===== config.mk =====
export PLATFORM = sky130hd
export DESIGN_NAME = bank_port
export DESIGN_NICKNAME = d
export VERILOG_FILES = /design/src/rtl/bank_port_pkg.sv /design/src/rtl/bank_port_decode.sv /design/src/rtl/bank_port_strobe.sv /design/src/rtl/bank_port_reg.sv /design/src/rtl/bank_port.sv
export SDC_FILE = /design/constraint.sdc
export NUM_CORES = 1
export LEC_CHECK = 0
export ABC_AREA = 1
export BUFFER_PORTS_ARGS = -buffer_cell sky130_fd_sc_hd__buf_2
export CAP_MARGIN = 20
export CORE_MARGIN = 2
export CORE_UTILIZATION = 38
export CTS_CLUSTER_DIAMETER = 50
export DETAILED_ROUTE_END_ITERATION = 12
export GPL_TIMING_DRIVEN = 0
export PLACE_DENSITY = 0.88
export SYNTH_ARGS = -nofsm -noshare
export SYNTH_HDL_FRONTEND = slang
export SYNTH_SLANG_ARGS = --single-unit

===== constraint.sdc =====
create_clock -name clk_i -period 1.4 [get_ports clk_i]
set_clock_uncertainty 0.2 [all_clocks]
set_input_delay 0.28 -clock clk_i [delete_from_list [all_inputs] [get_ports clk_i]]
set_output_delay 0.28 -clock clk_i [all_outputs]
set_load 0.05 [all_outputs]

===== src/rtl/bank_port_pkg.sv =====
package bank_port_pkg;
  localparam int unsigned ADDR_W = 8;
  localparam int unsigned DATA_W = 8;
  localparam int unsigned BANK_W = 6;

  typedef enum logic [1:0] {
    EXP_ANY  = 2'b00,
    EXP_HIGH = 2'b01,
    EXP_LOW  = 2'b10,
    EXP_ANY2 = 2'b11
  } exp_mode_e;
endpackage


===== src/rtl/bank_port_decode.sv =====
module bank_port_decode
  import bank_port_pkg::*;
#(
  parameter int unsigned AW = ADDR_W
) (
  input  logic          clk_i,
  input  logic          rst_ni,
  input  logic [AW-1:0] io_addr_i,
  input  logic          io_req_i,
  input  logic          exp_i,
  input  logic [AW-1:0] cfg_addr_i,
  input  exp_mode_e     cfg_exp_mode_i,
  input  logic          cfg_en_i,
  output logic          sel_o
);
  logic addr_hit;
  logic exp_ok;

  assign addr_hit = (io_addr_i == cfg_addr_i);

  always_comb begin
    unique case (cfg_exp_mode_i)
      EXP_HIGH: exp_ok = exp_i;
      EXP_LOW:  exp_ok = !exp_i;
      default:  exp_ok = 1'b1;
    endcase
  end

  assign sel_o = cfg_en_i && io_req_i && addr_hit && exp_ok;

  assert_exp_high_R6: assert property (@(posedge clk_i) disable iff (!rst_ni)
    (sel_o && cfg_exp_mode_i == EXP_HIGH) |-> exp_i);
  assert_exp_low_R6: assert property (@(posedge clk_i) disable iff (!rst_ni)
    (sel_o && cfg_exp_mode_i == EXP_LOW) |-> !exp_i);
endmodule


===== src/rtl/bank_port_strobe.sv =====
module bank_port_strobe (
  input  logic clk_i,
  input  logic rst_ni,
  input  logic wr_i,
  output logic rise_o
);
  logic wr_q;

  always_ff @(posedge clk_i or negedge rst_ni) begin
    if (!rst_ni) wr_q <= 1'b0;
    else         wr_q <= wr_i;
  end

  assign rise_o = wr_i && !wr_q;

  // a held strobe yields one event only
  assert_single_rise_R4: assert property (@(posedge clk_i) disable iff (!rst_ni)
    rise_o |=> !rise_o);
endmodule


===== src/rtl/bank_port_reg.sv =====
module bank_port_reg
  import bank_port_pkg::*;
#(
  parameter int unsigned DW = DATA_W,
  parameter int unsigned BW = BANK_W
) (
  input  logic          clk_i,
  input  logic          rst_ni,
  input  logic          clear_i,
  input  logic          load_i,
  input  logic [DW-1:0] data_i,
  output logic [BW-1:0] bank_o
);
  logic [BW-1:0] bank_q;

  always_ff @(posedge clk_i or negedge rst_ni) begin
    if (!rst_ni)      bank_q <= '0;
    else if (clear_i) bank_q <= '0;
    else if (load_i)  bank_q <= data_i[BW-1:0];
  end

  assign bank_o = bank_q;
endmodule


===== src/rtl/bank_port.sv =====
module bank_port
  import bank_port_pkg::*;
#(
  parameter int unsigned AW = ADDR_W,
  parameter int unsigned DW = DATA_W,
  parameter int unsigned BW = BANK_W
) (
  input  logic          clk_i,
  input  logic          rst_ni,
  input  logic [AW-1:0] io_addr_i,
  input  logic [DW-1:0] io_data_i,
  input  logic          io_wr_i,
  input  logic          io_req_i,
  input  logic          exp_i,
  input  logic [AW-1:0] cfg_addr_i,
  input  logic [1:0]    cfg_exp_mode_i,
  input  logic          cfg_en_i,
  output logic [BW-1:0] bank_o
);
  logic sel;
  logic wr_rise;
  logic load;

  bank_port_decode #(.AW(AW)) u_decode (
    .clk_i          (clk_i),
    .rst_ni         (rst_ni),
    .io_addr_i      (io_addr_i),
    .io_req_i       (io_req_i),
    .exp_i          (exp_i),
    .cfg_addr_i     (cfg_addr_i),
    .cfg_exp_mode_i (exp_mode_e'(cfg_exp_mode_i)),
    .cfg_en_i       (cfg_en_i),
    .sel_o          (sel)
  );

  bank_port_strobe u_strobe (
    .clk_i  (clk_i),
    .rst_ni (rst_ni),
    .wr_i   (io_wr_i),
    .rise_o (wr_rise)
  );

  assign load = sel && wr_rise;

  bank_port_reg #(.DW(DW), .BW(BW)) u_reg (
    .clk_i   (clk_i),
    .rst_ni  (rst_ni),
    .clear_i (!cfg_en_i),
    .load_i  (load),
    .data_i  (io_data_i),
    .bank_o  (bank_o)
  );

  assert_load_R2: assert property (@(posedge clk_i) disable iff (!rst_ni)
    (sel && wr_rise) |=> bank_o == $past(io_data_i[BW-1:0]));
  assert_hold_R10: assert property (@(posedge clk_i) disable iff (!rst_ni)
    (cfg_en_i && !(sel && wr_rise)) |=> $stable(bank_o));
  assert_disable_clear_R9: assert property (@(posedge clk_i) disable iff (!rst_ni)
    !cfg_en_i |=> bank_o == '0);
  assert_no_sel_disabled_R9: assert property (@(posedge clk_i) disable iff (!rst_ni)
    !cfg_en_i |-> !sel);
endmodule


; ---- Yosys cells after proc, flatten, opt, wreduce, memory -nomap -nowiden
; Cells that the tools add are included.
[classes]
reduce_logical = 7
n_eq_ne = 4
muxes = 3
[ops]
columns = op, n
row1 = 2-to-1 mux 6 bit, 2
row2 = equality test 8 bit, 1
row3 = logical AND 1 bit, 5
row4 = "equality test 2 x 1 -> 1 bit, second input constant", 1
row5 = "equality test 2 bit, second input constant", 1
row6 = logical NOT 1 bit, 2
row7 = "!= test 2 x 1 -> 1 bit, second input constant", 1
row8 = one-hot mux 1 bit (2 select lines), 1
[totals]
reg_bits = 7

; ---- Longest topological paths before layout
; Gate-level depths: netlist of the first run.
[depth]
depth_word = 6
mapped_depth = 9
ltp_nobuf = 9

; ---- Hierarchy
; Synthesis of the first run repeated with hierarchy kept, for this count alone.
[unflattened]
cells_unflattened = 76
hier_area_um2 = 485.5
[by_module_without_submodules]
columns = module, instances, cells_per_inst, area_per_inst_um2
row1 = bank_port_reg, 1, 26, 240.2
row2 = bank_port_decode, 1, 44, 198.9
row3 = bank_port_strobe, 1, 3, 35.0
row4 = bank_port, 1, 3, 11.3

; ---- Worst setup path after synthesis of the first run
; No wires, ideal clock.
[synth_path]
kind = input to register
start = input cfg_exp_mode_i[0]
end = register u_reg.bank_q[0] (netlist: u_reg.bank_o[0])
slack_ps = 35
setup_ps = 120
required_ps = 1080
cell_stages = 9
t_arrival_ps = 1045
n_path_buf = 0
cell_sequence = inv_1 > ha_1 > a21oi_1 > nand2_1 > nand2_2 > nor2_8 > nand2_4 > nand3_1 > nand2_1
[synth_via]
elab_chain_len = 5
[synth_rtl]
columns = item, line_no
row1 = "start, declared", bank_port.sv:16  ; input logic [1:0] cfg_exp_mode_i,
row2 = equality test 2 bit or equality test 2 x 1 -> 1 bit (tied branches), bank_port_decode.sv:22  ; unique case (cfg_exp_mode_i)
row3 = one-hot mux 1 bit (2 select lines) *, bank_port_decode.sv:22
row4 = logical AND 1 bit *, bank_port_decode.sv:29  ; assign sel_o = cfg_en_i && io_req_i && addr_hit && exp_ok;
row5 = logical AND 1 bit *, bank_port.sv:43  ; assign load = sel && wr_rise;
row6 = != test 2 x 1 -> 1 bit (no source line) *, --
row7 = "end signal, assigned", bank_port_reg.sv:19  ; else if (load_i) bank_q <= data_i[BW-1:0];
row8 = "end, declared", bank_port_reg.sv:14  ; logic [BW-1:0] bank_q;
; Every way passes the cells marked *; elsewhere a longest branch is shown, timed or not.
; A chain may end at the register's enable or synchronous reset.

; ---- Worst setup path in the final report of the first run
[layout_path]
start = register u_reg.bank_q[0] (netlist: u_reg.bank_o[0])
end = output bank_o[0]
[layout_rtl]
columns = item, line_no
row1 = "end, declared", bank_port.sv:18  ; output logic [BW-1:0] bank_o
; No word-level cell between the ends.

==> results.yml, run 1 <==
yosys:
  ys_async_sr_fraction: 1.00
  syn_inst: 64
  synth_commonest_cells: "nand2_1, inv_1, dfrtp_1"
  synth_top_area_frac: 0.343
  synth_xor_area_frac: 0.0858
  synth-compound-area-share: 0.00980
  synth_top_family_by_area: "simple AND/OR/NAND/NOR gates"
  synth_nets: 98
  synthFlopType: "dfrtp_1"
  synth_simple_gate_area_frac: 0.431
  yosysMostFrequentCell: "nand2_1"
  synth_adder_area_share: 0.0490
  synth_area_leader_cell: "dfrtp_1"
  synth_area_leaders: "dfrtp_1, nand2_1, xnor2_1"
  avgSynthCellArea_sq_um: 7.98
  yosysWarnings: 0
  ys_types: 16
  synth_edf_count: 0
  ys_ff_latch: 7
  synth_seq_area_share: 0.343
  netlist_area_sq_um: 510
  synth_mux_area_frac: 0
job:
  cap_viol_max_count: 0
placement:
  dpl_worst_slack_ps: -161
  routabilityCongestion: 0.767
  dp_cells: 114
  dp_hpwl_microns: 943
  port_buffers: 35
final_layout:
  antenna_cells: 0
  finalNetCount: 140
  area_growth_syn_to_layout_pct: 47.5
  layout.cells.non_filler: 120
  drive_gt1_frac: 0.438
  fillers: 130
global_route:
  globalRouteOverflowTotal: 0
  grt_max_degree: 11
  grt_antenna_before_repair: 0
  grt_pass1_vias: 518
  grt_pass1_wl_mm: 1.85
  grt.total_usage: 0.179
worst_setup_path:
  cp_top_family: "flip-flops"
  path_buf_inv: 1
  arrival_ps: 860
  slowest_delay_ps: 350
  slowest_stage: "dfrtp_1"
  path_max_fanout: 2
  cp_cell_sequence: "buf_2"
  reg2reg_depth: 6
  crit_path_start_kind: "register"
  worstReg2RegEnd: "u_reg.bank_o[5]$_DFFE_PN0P_"
  rrSetupSlack_ps: 80
  worstPathRequired_ps: 920
  crit_type: "reg2out"
  critPathCaptureType: "output port"
  timing.rr.start: "u_strobe.wr_q$_DFF_PN0_"
clocking:
  cts_buffer_depth: 2
  ctsRootBufferMaster: "clkbuf_4"
  cts_tree: "yes"
  clk_latency_ps: 250
  postCtsSetupBuffers: 0
  htreeDepth: 1
  cts_sinks: 7
  numCtsBuffers: 3
  clk_pin_slew_worst_paths_ps: 50
pwr:
  power_frac_comb: 0.237
  peakVddDrop_uv: 368
  p_switching_uw: 134
  power.leakage_uw: 0.000495
  p_seq_frac: 0.406
  p_sw_frac: 0.265
  power.internal_uw: 372
  pwr-share-clk: 0.357
  powerDensity_mw_per_mm2: 671
timing:
  slew_headroom: 0.833
  period_needed_ps: 1340
  setup-violations-final: 0
  max_freq_mhz: 746
  hold_viol: 0
  worstMarginPinSlew_ps: 252
  fin_crit_sh: 0.957
  worst_slack_ps: 59.9
  slew_violations: 0
run_status:
  status: "finished, final reports clean"
worst_hold_path:
  holdPathEnd: "u_reg.bank_o[4]$_DFFE_PN0P_"
  hp-start: "io_data_i[4]"
  hold_class: "in2reg"
  whs_path_depth: 3
die:
  die_w_microns: 40.7
  die_h_microns: 40.7
  start_util: 0.397
  ioPinCount: 38
  fp-row-count: 13
  core_area_sq_mm: 0.00128
  die_area_sq_mm: 0.00165
routing:
  wl_per_cell_microns: 9.63
  drcViolationCount: 0
  vias_per_cell: 4.66
  drtIter0Drc: 12
  dr.pass1.iters: 4
  via_count: 559
  wl_mm: 1.16
  ant_nets: 0
==> power by group through the flow <==
| stage | clock network (uW) | registers [uW] | logic, uW |
|---|---|---|---|
| after floorplan | 0 | 208 | 60.5 |
| after global placement | 0 | 208 | 111 |
| after detailed placement | 0 | 208 | 116 |
| after CTS | 187 | 205 | 121 |
| after global routing | 198 | 205 | 136 |
| final | 180 | 205 | 120 |
==> flip-flops by register name, indices dropped and copies added (netlist names) <==
| register | count |
|---|---|
| u_reg.bank_o | 6 |
| u_strobe.wr_q | 1 |
==> final cells by class <==
type | count | area (sq um) | area share
flip-flops and latches | 7 | 175 | 0.233
well taps | 15 | 18.8 | 0.0249
clock buffers | 4 | 26.3 | 0.0349
inverters | 9 | 33.8 | 0.0449
plain buffers | 1 | 7.51 | 0.00997
repair buffers | 37 | 195 | 0.259
multi-input cells | 47 | 297 | 0.394
==> timing repair <==
action / 4_1_cts / 5_1_grt
endpoints found under the hold margin: 8 / 0
endpoints found under the setup margin: 0 / 6
gates resized for setup: 0 / 1
hold buffers: 2 / 0
==> cell usage in the layout (no fill, tap or decap), types with 2 or more instances in the layout <==
cell type      netlist  final
dfrtp_1              7      7
nand3_1              6      6
xnor2_1              5      5
nor2_2               1      2
buf_2                0     35
ha_1                 2      2
nand4_1              6      6
clkbuf_4             1      4
nand2_1             20     20
nor2_8               2      2
dlygate4sd3_1        0      2
inv_1                8      8
==> through the flow <==
stage,util,area [sq um],total power (uW),setup TNS (ps),hold slack (ps)
after floorplan,-,510,269,0,-216
after global placement,0.548,704,319,-642,-84.7
after detailed placement,0.548,704,324,-840,-79.3
after CTS,0.584,751,513,0,81.7
after global routing,0.586,753,538,-1.76,93.3
final,0.586,753,505,0,87.4
==> worst reg2reg max path: stages, from the launching register on <==
cell and delay (ps):
dfrtp_1 380, nor2_2 120, nand3_2 130, nor2_8 160, nand2_4 80, nand3_1 80, nand2_1 50
==> cells by family (layout without fill, tap and decap cells) <==
logic type / Yosys count / count (layout)
compound gates: 1 / 1
xor+xnor: 5 / 5
fa+ha+maj: 2 / 2
buf+inv: 10 / 51
flops: 7 / 7
simple gates: 39 / 39
==> per-layer routing <==
layer | up-vias | share of wire | global-route usage
met4 | 0 | 0.016 | 0.150
met3 | 2 | 0.089 | 0.0380
met2 | 27 | 0.57 | 0.353
met1 | 241 | 0.33 | 0.145
li1 | 289 | - | -
met5 | - | 0 | 0
==> worst max-delay path by stage <==
stage | end | cells after the start | from | slack (ps)
floorplan | u_reg.bank_o[0]$_DFFE_PN0P_ | 9 | cfg_exp_mode_i[0] | 40
global placement | u_reg.bank_o[2]$_DFFE_PN0P_ | 10 | cfg_exp_mode_i[0] | -110
detailed placement | u_reg.bank_o[5]$_DFFE_PN0P_ | 10 | cfg_exp_mode_i[0] | -160
CTS | u_reg.bank_o[5]$_DFFE_PN0P_ | 6 | u_strobe.wr_q$_DFF_PN0_ | 40
global route | u_reg.bank_o[0]$_DFFE_PN0P_ | 6 | u_strobe.wr_q$_DFF_PN0_ | -2
finish | bank_o[0] | 1 | u_reg.bank_o[0]$_DFFE_PN0P_ | 60
(Power assumes the default switching activity.)
==> inputs of run 2 (changes only) <==
--- a/config.mk
+++ b/config.mk
@@ -5,15 +5,14 @@
 export SDC_FILE = /design/constraint.sdc
 export NUM_CORES = 1
 export LEC_CHECK = 0
-export ABC_AREA = 1
 export BUFFER_PORTS_ARGS = -buffer_cell sky130_fd_sc_hd__buf_2
 export CAP_MARGIN = 20
-export CORE_MARGIN = 2
-export CORE_UTILIZATION = 38
+export CORE_AREA = 2 2 39 41
 export CTS_CLUSTER_DIAMETER = 50
 export DETAILED_ROUTE_END_ITERATION = 12
+export DIE_AREA = 0 0 41 43
 export GPL_TIMING_DRIVEN = 0
-export PLACE_DENSITY = 0.88
+export PLACE_DENSITY = 0.86
 export SYNTH_ARGS = -nofsm -noshare
 export SYNTH_HDL_FRONTEND = slang
 export SYNTH_SLANG_ARGS = --single-unit
==> run 2 against run 1 <==
  * Total power is 2.7% higher
  * Hold slack better by 11 ps
  * Combinational power is 15% higher
  * Global-route usage is 2.5 points lower
  * First-iteration DRC count is 58% lower
  * Fmax is 3.3% lower
  * Setup slack worse by 45 ps
  * Design area is 3.7% higher
  * Highest routed layer is now met3
==> results.yml, run 2 <==
routing:
  drcViolationCount: 0
  wl_mm: 1.25
  via_count: 553
  drtIter0Drc: 5
  vias_per_cell: 5.27
  wl_per_cell_microns: 11.9
  dr.pass1.iters: 4
  ant_nets: 0
final_layout:
  layout_commonest_cell: "buf_2"
  largest_register_ffs: 6
  drive_gt1_frac: 0.528
  final_util: 0.564
  finalNetCount: 124
  layout_common_cells: "buf_2, xnor2_1, nand4_1, dfrtp_1"
  design_area_sq_um: 781
  area_growth_syn_to_layout_pct: 63.8
  antenna_cells: 0
yosys:
  avgSynthCellArea_sq_um: 9.93
  synth_commonest_cells: "xnor2_1, dfrtp_1, nand4_1"
  synth_top_area_frac: 0.367
  ys_ff_latch: 7
  ys_types: 16
  yosysMostFrequentCell: "xnor2_1"
  syn_inst: 48
  synthFlopType: "dfrtp_1"
  synth_seq_area_share: 0.367
  yosysWarnings: 0
  synth_edf_count: 0
  ys_async_sr_fraction: 1.00
  netlist_area_sq_um: 477
  synth_nets: 82
  synth_area_leaders: "dfrtp_1, xnor2_1, o31ai_1"
  synth_area_leader_cell: "dfrtp_1"
timing:
  setup-violations-final: 0
  period_needed_ps: 1390
  slew_headroom: 0.784
  max_freq_mhz: 722
  fin_hold_ws_ps: 98.2
  fin_crit_sh: 0.989
  hold_viol: 0
  setup-tns-final_ps: 0
  grt_setup_unrepaired: "yes"
  slew_violations: 0
  worstMarginPinSlew_ps: 321
worst_setup_path:
  critPathCaptureType: "register"
  reg2reg_depth: 4
  cp_cell_sequence: "nor2b_2 -> o2111ai_4 -> o31ai_1 -> a21oi_1"
  crit_type: "reg2reg"
  critPathCapture: "u_reg.bank_o[0]$_DFFE_PN0P_"
  timing.rr.start: "u_strobe.wr_q$_DFF_PN0_"
  startpoint: "u_strobe.wr_q$_DFF_PN0_"
  slowest_stage: "dfrtp_1"
  crit_path_start_kind: "register"
  worstPathRequired_ps: 1320
  rrSetupSlack_ps: 10
  path_max_fanout: 6
  arrival_ps: 1310
  worstReg2RegEnd: "u_reg.bank_o[0]$_DFFE_PN0P_"
  slowest_delay_ps: 370
global_route:
  grt_pass1_wl_mm: 1.88
  globalRouteOverflowTotal: 0
  grt_antenna_before_repair: 0
  grt.total_usage: 0.155
  grt_pass1_vias: 542
  grt_max_degree: 8
worst_hold_path:
  hold_class: "in2reg"
clocking:
  cts_tree: "yes"
  numCtsBuffers: 3
  cts_sinks: 7
  ctsRootBufferMaster: "clkbuf_4"
  postCtsSetupBuffers: 0
  cts_buffer_depth: 2
  htreeDepth: 1
  clk_pin_slew_worst_paths_ps: 50
  clk_latency_ps: 240
pwr:
  peakVddDrop_uv: 356
  powerDensity_mw_per_mm2: 665
  power.leakage_uw: 0.000362
job:
  cap_viol_max_count: 0
die:
  core_area_sq_mm: 0.00138
  die_h_microns: 43
  fp-row-count: 14
  die_w_microns: 41
  die_area_sq_mm: 0.00176
  start_util: 0.344
  ioPinCount: 38
run_status:
  status: "finished, final reports clean"
placement:
  post_dp_cell_area_sq_um: 719
  port_buffers: 35
  routabilityCongestion: 0.777
-- run 2: changes by cell type after synthesis, sizes merged, moves of 3 or more --
cell / previous run / this run
nand2: 22 / 0
nand3: 7 / 1
o31ai: 0 / 6
a21oi: 1 / 6
inv: 8 / 3
nor2: 4 / 0
xnor2: 5 / 8
-- run 2: how the worst min path moves through the flow --
stage / from / to / slack [ps] / cells after the start
6_report: io_data_i[5] / u_reg.bank_o[5]$_DFFE_PN0P_ / 100 / 3
3_3_place_gp: rst_ni / u_reg.bank_o[1]$_DFFE_PN0P_ / -80 / 1
5_1_grt: io_data_i[5] / u_reg.bank_o[5]$_DFFE_PN0P_ / 100 / 3
3_5_place_dp: rst_ni / u_reg.bank_o[2]$_DFFE_PN0P_ / -80 / 1
4_1_cts: io_data_i[1] / u_reg.bank_o[1]$_DFFE_PN0P_ / 90 / 3
2_1_floorplan: rst_ni / u_reg.bank_o[0]$_DFFE_PN0P_ / -220 / 0
-- run 2: metal layers --
layer | routed length (microns) | vias up | global-route usage
met4 | 0 | 0 | 0.0400
met2 | 692 | 30 | 0.300
met5 | 0 | - | 0
li1 | - | 268 | -
met1 | 436 | 255 | 0.148
met3 | 125 | 0 | 0.0314
-- run 2: report_power, final --
part	internal (uW)	switching [uW]
logic	71.2	66.6
registers	204	0.708
clock network	108	68.1
-- run 2: repair_timing --
item	4_1_cts	5_1_grt
gates resized for setup	3	2
pin swaps	2	0
hold endpoints to repair	8	0
setup endpoints to repair	6	6
hold buffers	2	0
gates cloned	0	0
-- run 2: worst max-delay path, delay by kind of cell, from the launching register on --
family | cells | cell delay [ps]
compound gates | 3 | 530
flops | 1 | 370
simple gates | 1 | 170
-- run 2: cell type report --
class | instances | area, sq um
multi-input combinational | 36 | 322
buffer | 2 | 8.76
inverter | 3 | 21.3
fill | 130 | 603
tap | 16 | 20.0
sequential | 7 | 175
clock buffer | 4 | 26.3
timing repair buffer | 37 | 208
-- run 2: kinds of logic after synthesis --
kind of cell	after synthesis	share of synthesized area
buffers and inverters	5	0.0420
AND/OR/NAND/NOR	11	0.147
XOR/XNOR	8	0.147
flip-flops	7	0.367
AO/OA/AOI/OAI	14	0.213
multiplexers	1	0.0315
adder cells (fa/ha/maj)	2	0.0525
-- run 2: metrics by stage --
stage	cells	total power [uW]	setup WS, ps
floorplan	48	274	-58.4
global placement	99	332	-288
detailed placement	99	338	-312
CTS	105	526	0.903
global route	105	550	-92.7
finish	105	519	14.8
==> inputs of run 3 (changes only) <==
--- a/config.mk
+++ b/config.mk
@@ -7,12 +7,15 @@
 export LEC_CHECK = 0
 export BUFFER_PORTS_ARGS = -buffer_cell sky130_fd_sc_hd__buf_2
 export CAP_MARGIN = 20
-export CORE_AREA = 2 2 39 41
+export CELL_PAD_IN_SITES_DETAIL_PLACEMENT = 1
+export CELL_PAD_IN_SITES_GLOBAL_PLACEMENT = 2
+export CORE_MARGIN = 2
+export CORE_UTILIZATION = 19
 export CTS_CLUSTER_DIAMETER = 50
+export CTS_CLUSTER_SIZE = 25
 export DETAILED_ROUTE_END_ITERATION = 12
-export DIE_AREA = 0 0 41 43
 export GPL_TIMING_DRIVEN = 0
-export PLACE_DENSITY = 0.86
+export PLACE_DENSITY = 0.87
 export SYNTH_ARGS = -nofsm -noshare
 export SYNTH_HDL_FRONTEND = slang
 export SYNTH_SLANG_ARGS = --single-unit
==> run 3 against run 2 <==
  * Hold slack worse by 6.8 ps
  * Non-clock buffer count rose by 1
  * Via count down 3.1%
  * Die area is 66% higher
  * Largest power group unchanged
==> results.yml, run 3 (synthesized netlist as in run 2, its figures left out) <==
routing:
  drtIter0Drc: 10
  wl_mm: 1.47
  ant_nets: 0
  vias_per_cell: 4.47
  wl_per_cell_microns: 12.3
  drcViolationCount: 0
  via_count: 536
  dr.pass1.iters: 4
die:
  die_h_microns: 54.1
  fp-row-count: 18
  core_area_sq_mm: 0.00243
  start_util: 0.196
  die_w_microns: 54.1
  ioPinCount: 38
  die_area_sq_mm: 0.00293
global_route:
  grt_pass1_vias: 568
  grt.total_usage: 0.116
  grt_antenna_before_repair: 0
  globalRouteOverflowTotal: 0
  grt_pass1_wl_mm: 2.28
  grt_max_degree: 8
worst_setup_path:
  arrival_ps: 1320
  path_buf_inv: 2
  crit_path_start_kind: "input port"
  slowest_delay_ps: 320
  cp_cell_sequence: "buf_8 -> inv_8 -> ha_4 -> mux2_4 -> o2111a_2 -> nand4_1 -> a21oi_1"
  worstPathRequired_ps: 1330
  path_max_fanout: 6
  critPathCaptureType: "register"
  cp_top_family: "compound AO/OA/AOI/OAI gates"
  slowest_stage: "o2111a_2"
  crit_type: "in2reg"
pwr:
  power.leakage_uw: 0.000372
  total_power_uw: 540
  powerDensity_mw_per_mm2: 643
  peakVddDrop_uv: 251
final_layout:
  largest_register_ffs: 6
  drive_gt1_frac: 0.578
  layout_common_cells: "buf_2, xnor2_1, nand4_1, dfrtp_1, a21oi_1"
  layout_commonest_cell: "buf_2"
  final_util: 0.345
  finalNetCount: 125
  antenna_cells: 0
  area_growth_syn_to_layout_pct: 76.1
clocking:
  clk_pin_slew_worst_paths_ps: 50
  clk_latency_ps: 250
  cts_tree: "yes"
  numCtsBuffers: 3
  ctsRootBufferMaster: "clkbuf_4"
  htreeDepth: 1
  cts_sinks: 7
  cts_buffer_depth: 2
timing:
  setup-violations-final: 0
  period_needed_ps: 1390
  hold_viol: 0
  slew_violations: 0
  worstMarginPinSlew_ps: 365
  max_freq_mhz: 719
  slew_headroom: 0.756
  fin_crit_sh: 0.994
  grt_setup_unrepaired: "yes"
placement:
  routabilityCongestion: 0.687
  dp_hpwl_mm: 1.24
  port_buffers: 35
job:
  cap_viol_max_count: 0
run_status:
  status: "finished, final reports clean"
worst_hold_path:
  hold_class: "in2reg"
-- run 3: changes by cell type in the layout (fill, tap and decap cells not counted), sizes merged --
cell | previous run | this run
clkbuf | 5 | 7
buf | 36 | 35
-- run 3: final timing paths --
check	from	to	slack (ps)	cells after the start
worst max register to register	u_strobe.wr_q$_DFF_PN0_	u_reg.bank_o[3]$_DFFE_PN0P_	20	4
max in group asynchronous	rst_ni	u_reg.bank_o[5]$_DFFE_PN0P_	650	2
worst min-delay path	io_data_i[0]	u_reg.bank_o[0]$_DFFE_PN0P_	90	3
min in group asynchronous	rst_ni	u_reg.bank_o[3]$_DFFE_PN0P_	190	2
worst max-delay path	cfg_exp_mode_i[0]	u_reg.bank_o[4]$_DFFE_PN0P_	9	7
worst min register to register	u_reg.bank_o[1]$_DFFE_PN0P_	u_reg.bank_o[1]$_DFFE_PN0P_	330	2
-- run 3: power by group --
group          switching, uW  total, uW  internal, uW
combinational           72.0        147          75.5
clock                   77.8        187           109
sequential              1.13        205           204
total                    151        540           389
-- run 3: per-layer routing --
layer / routed length (microns) / part of all wire / up-vias / global-route usage
li1: - / - / 268 / -
met1: 542 / 0.37 / 231 / 0.112
met2: 733 / 0.50 / 34 / 0.209
met3: 166 / 0.11 / 3 / 0.0361
met4: 29 / 0.020 / 0 / 0.0750
met5: 0 / 0 / - / 0
-- run 3: repair_timing --
action,in CTS,in global routing
cloned,0,0
pin swaps,3,7
setup buffers,0,1
hold buffers,2,0
setup endpoints to repair,6,7
gates resized for setup,7,6
endpoints found under the hold margin,8,0
-- run 3: cell type report --
class                   instances  area (sq um)
multi-input cells              36           347
clock buffers                   4          26.3
well taps                      30          37.5
plain buffers                   2          8.76
flip-flops and latches          7           175
fillers                       300          1590
inverters                       3          21.3
repair buffers                 38           224
-- run 3: worst reg2reg max path, cell delays in order, from the launching register on --
cell and delay (ps):
dfrtp_1 390, nor2b_4 150, o2111ai_4 180, o31ai_1 250, a21oi_1 100
-- run 3: through the flow --
step | setup WS [ps] | cell area, sq um | setup TNS [ps] | std cells | hold WS, ps
2_1_floorplan | -58.4 | 524 | -350 | 48 | -216
3_3_place_gp | -296 | 737 | -1750 | 113 | -81.7
3_5_place_dp | -374 | 737 | -2050 | 113 | -81.0
4_1_cts | -15.6 | 808 | -51.2 | 119 | 82.1
5_1_grt | -58.8 | 840 | -229 | 120 | 103
6_report | 8.60 | 840 | 0 | 120 | 91.4
